File: config.mk
export PLATFORM = sky130hd
export DESIGN_NAME = stamp_merger
export DESIGN_NICKNAME = d
export VERILOG_FILES = /design/src/rtl/stamp_merger.sv
export SDC_FILE = /design/constraint.sdc
export NUM_CORES = 1
export LEC_CHECK = 0
export CAP_MARGIN = 15
export CORE_MARGIN = 5
export CORE_UTILIZATION = 60
export CTS_CLUSTER_DIAMETER = 60
export DETAILED_ROUTE_END_ITERATION = 7
export DONT_BUFFER_PORTS = 1
export PLACE_DENSITY = 0.77
export SLEW_MARGIN = 10
export SYNTH_ARGS = -nofsm -noshare
export SYNTH_HDL_FRONTEND = slang
export SYNTH_SLANG_ARGS = --single-unit
File: constraint.sdc
create_clock -name clk -period 14.9 [get_ports clk]
set_clock_uncertainty 0.2 [all_clocks]
set_input_delay 2.235 -clock clk [delete_from_list [all_inputs] [get_ports clk]]
set_output_delay 2.235 -clock clk [all_outputs]
set_load 0.005 [all_outputs]
File: src/rtl/stamp_merger.sv
module stamp_merger #(
  parameter int NPORTS = 4,
  parameter int DW = 16,
  parameter int DEPTH = 4,
  parameter int SW = 32,
  localparam int PW = (NPORTS > 1) ? $clog2(NPORTS) : 1
) (
  input  logic                 clk,
  input  logic                 rst_n,
  input  logic [NPORTS-1:0]    tx_valid,
  input  logic [NPORTS*DW-1:0] tx_data,
  output logic [NPORTS-1:0]    rx_ready,
  output logic                 out_valid,
  input  logic                 out_ready,
  output logic [PW-1:0]        out_port,
  output logic [SW-1:0]        out_stamp,
  output logic [DW-1:0]        out_data
);
  localparam int AW = (DEPTH > 1) ? $clog2(DEPTH) : 1;
  localparam int CW = $clog2(DEPTH + 1);
  localparam int EW = SW + DW;

  logic [SW-1:0]     stamp_cnt;
  logic [NPORTS-1:0] nonempty;
  logic [EW-1:0]     head [NPORTS];
  logic [PW-1:0]     sel;
  logic [SW-1:0]     best;
  logic              found;

  always_ff @(posedge clk)
    if (!rst_n) stamp_cnt <= '0;
    else        stamp_cnt <= stamp_cnt + 1'b1;

  for (genvar g = 0; g < NPORTS; g++) begin : g_port
    logic [EW-1:0] mem [DEPTH];
    logic [AW-1:0] wp, rp;
    logic [CW-1:0] cnt;
    logic          push, pop;

    assign rx_ready[g] = (cnt != CW'(DEPTH));
    assign nonempty[g] = (cnt != '0);
    assign push = tx_valid[g] & rx_ready[g];
    assign pop  = out_valid & out_ready & (sel == PW'(g));
    assign head[g] = mem[rp];

    always_ff @(posedge clk)
      if (push) mem[wp] <= {stamp_cnt, tx_data[g*DW +: DW]};

    always_ff @(posedge clk)
      if (!rst_n) begin
        wp  <= '0;
        rp  <= '0;
        cnt <= '0;
      end else begin
        if (push) wp <= (wp == AW'(DEPTH - 1)) ? '0 : wp + 1'b1;
        if (pop)  rp <= (rp == AW'(DEPTH - 1)) ? '0 : rp + 1'b1;
        cnt <= cnt + CW'(push) - CW'(pop);
      end
  end

  always_comb begin
    sel   = '0;
    best  = '0;
    found = 1'b0;
    for (int p = 0; p < NPORTS; p++)
      if (nonempty[p] && (!found || head[p][EW-1:DW] < best)) begin
        found = 1'b1;
        sel   = PW'(p);
        best  = head[p][EW-1:DW];
      end
  end

  assign out_valid = |nonempty;
  assign out_port  = sel;
  assign out_stamp = head[sel][EW-1:DW];
  assign out_data  = head[sel][DW-1:0];
endmodule


==> impl_metrics.env <==
export IMPL_comb_power_share_pct=42.3
export IMPL_postCtsSetupBuffers=0
export IMPL_netlist_area_um2=35200
export IMPL_cp_end_kind="output port"
export IMPL_dieWidth_um=252
export IMPL_cts_sinks=836
export IMPL_multi_input_area_um2=10300
export IMPL_fill_cells=3719
export IMPL_num_nets_final=2215
export IMPL_fp_dieArea_um2=63600
export IMPL_dp_hpwl_um=50600
export IMPL_wl_um=83200
export IMPL_fin_crit_sh_pct=94.1
export IMPL_hold_class="register to register"
export IMPL_pwr_density_cell_nw_per_um2=225
export IMPL_path_class="register to output port"
export IMPL_critPathArrivalTime_ns=11.58
export IMPL_internal_power_mw=5.37
export IMPL_synth_seq_cells=836
export IMPL_syn_nets=2187
export IMPL_critPathMostFrequentCell="ha_1"
export IMPL_seqPwrFrac_pct=33.4
export IMPL_cp_top_family="simple AND/OR/NAND/NOR gates"
export IMPL_io_pins=126
export IMPL_placed_area_um2=36100
export IMPL_register_area_um2=24400
export IMPL_r2r_slack_ns=2.87
export IMPL_ir_worst_vdd_mv=0.190
export IMPL_slowest_stage="dfxtp_4"
export IMPL_postSynthAreaPerCell_um2=17.7
export IMPL_cp_max_fo=97
export IMPL_antenna_cells=0
export IMPL_area_growth_pct=10.4
export IMPL_drt_iter0_drc=2279
export IMPL_synthTopCellsByCount="edfxtp_1, mux4_2, nand2_1"
export IMPL_io_buffers=0
export IMPL_critical_path_startpoint_type="register"
export IMPL_avgViaCountPerCell=6.66
export IMPL_htreeDepth=3
export IMPL_finalSetupTns_ns=0
export IMPL_worst_slew_pin_slew_ns=1.09
export IMPL_drtAntennaViolNets=0
export IMPL_worstSkewPairLatency_ns=0.64
export IMPL_rsz0062_at_grt="false"
export IMPL_total_power_mw=8.73
export IMPL_synth_seq_area_share_pct=69.4
export IMPL_coreArea_um2=57900
export IMPL_cts_path_max_buffers=3
export IMPL_power_share_switching_pct=38.5
export IMPL_hold_buffers=0
export IMPL_cts_tree="yes"
export IMPL_antenna_found_initial=2
export IMPL_yosysWarningCount=0
export IMPL_required_ns=12.47
export IMPL_crit_buf_inv=1
export IMPL_p_sw_mw=3.36
export IMPL_routabilityCongestion=0.910
export IMPL_die_y_um=252
export IMPL_netlist_area_leader_share_pct=65.6
export IMPL_fin_util_pct=67.1
export IMPL_synth_edf_count=768
export IMPL_drv_slew=0
export IMPL_maxCapViolCount=0
export IMPL_ys_types=55
export IMPL_synth_top_flop_cell="edfxtp_1"
export IMPL_synth_async_reset_ratio_pct=0
export IMPL_cts_made_buffers=83
export IMPL_synth_top_area_cell="edfxtp_1"
export IMPL_syn_instance_count=1990
export IMPL_final_design_area_no_fill_um2=38900
export IMPL_globalRouteTotalUtil_pct=26.1
export IMPL_status="finished clean"
export IMPL_clk_pin_slew_worst_paths_ns=0.06
export IMPL_finalCriticalPeriod_ns=14.01
export IMPL_fmax_mhz=71.4
export IMPL_pwr_share_clk_pct=24.3
export IMPL_grt_max_degree=98
export IMPL_drive_above_1_share_pct=18.9
export IMPL_drtPass1Iterations=5
export IMPL_setup_viol=0
export IMPL_relSlewSlack_pct=27.4
export IMPL_netlist_top_cells_area="edfxtp_1, mux4_2, ha_1, dfxtp_1, nand2_1"
export IMPL_root_buffer="clkbuf_16"
export IMPL_yosysMostFrequentCell="edfxtp_1"
export IMPL_leakage_nw=13.0
export IMPL_wire_per_inst_um=29.1
export IMPL_hold_viol=0
export IMPL_num_rows=88
export IMPL_cts_resized=0
export IMPL_num_vias=19000
export IMPL_route_detailed_drc=0
export IMPL_grt_pass1_wl_um=122000
export IMPL_gr_total_overflow=0
export IMPL_grt_pass1_vias=19400
export IMPL_max_stage_delay_ns=1.05
export IMPL_start_util_pct=60.7
-- metrics by stage --
step / setup WS [ns] / hold slack (ns) / cells
finish: 0.885 / 0.294 / 2853
global route: 0.350 / 0.316 / 2853
CTS: 0.976 / 0.286 / 2853
detailed placement: 1.69 / 0.285 / 2698
global placement: 1.83 / 0.256 / 2697
floorplan: 3.37 / 0.254 / 1990
-- cell families after synthesis --
logic type	after synthesis	share of synthesized area, %
xor gates and xnor gates	36	0.896
AOI/OAI and AO/OA	207	4.03
adders and majority gates	126	4.57
and+or+nand+nor	423	5.60
muxes	252	14.2
buffers and inverters	110	1.29
DFF	836	69.4
-- sequential cells by signal, indices dropped and copies added, names as in the netlist, named ones only --
name / count
g_port.rp: 8
g_port.wp: 8
stamp_cnt: 32
g_port.mem: 768
g_port.cnt: 12
-- power groups by stage --
stage | clock network [mW] | registers, mW | logic, mW
floorplan | 0 | 2.87 | 2.58
global placement | 0 | 2.95 | 3.54
detailed placement | 0 | 2.97 | 3.62
CTS | 2.15 | 2.92 | 3.67
global route | 2.25 | 2.94 | 3.98
finish | 2.12 | 2.92 | 3.69
-- final timing paths --
path / from / end / depth (start not counted)
worst max register to register: register / g_port[1].cnt[2]$_SDFF_PN0_ / 36
worst min-delay path: g_port[2].rp[1]$_SDFFE_PN0N_ / register / 2
worst min register to register: g_port[2].rp[1]$_SDFFE_PN0N_ / register / 2
worst max-delay path: register / out_data[13] / 29
-- tightest hold or removal path: stages, from the launching register on --
cell	delay, ns
dfxtp_1	0.31
nand2_1	0.06
mux2i_1	0.07
-- layout make-up --
| cell class | instances | area share [%] |
|---|---|---|
| clock buffers | 99 | 5.68 |
| clock inverters | 56 | 1.51 |
| inverters | 23 | 0.222 |
| multi-input cells | 1044 | 26.6 |
| flip-flops and latches | 836 | 62.9 |
| well taps | 765 | 2.46 |
| repair buffers | 30 | 0.573 |
-- layout by cell type (no fill, tap or decap), types with 34 or more instances in the layout --
cell type and count:
edfxtp_1 768, mux4_2 192, nand2_1 181, ha_1 122
clkbuf_16 84, nor2_1 78, dfxtp_1 60, a31oi_1 49
and2_1 48, mux2_1 48, a21o_1 41, a21oi_1 36
a21boi_0 34
-- metal layers --
layer  track usage (%)  wire, um  vias to the layer above
met3              6.59      9060                      152
met1              36.1     31500                     9830
met4              7.30      2040                        4
met2              42.2     40600                     1038
li1                  -         -                     7982
met5                 0        23                        -
(Power assumes the default switching activity.)
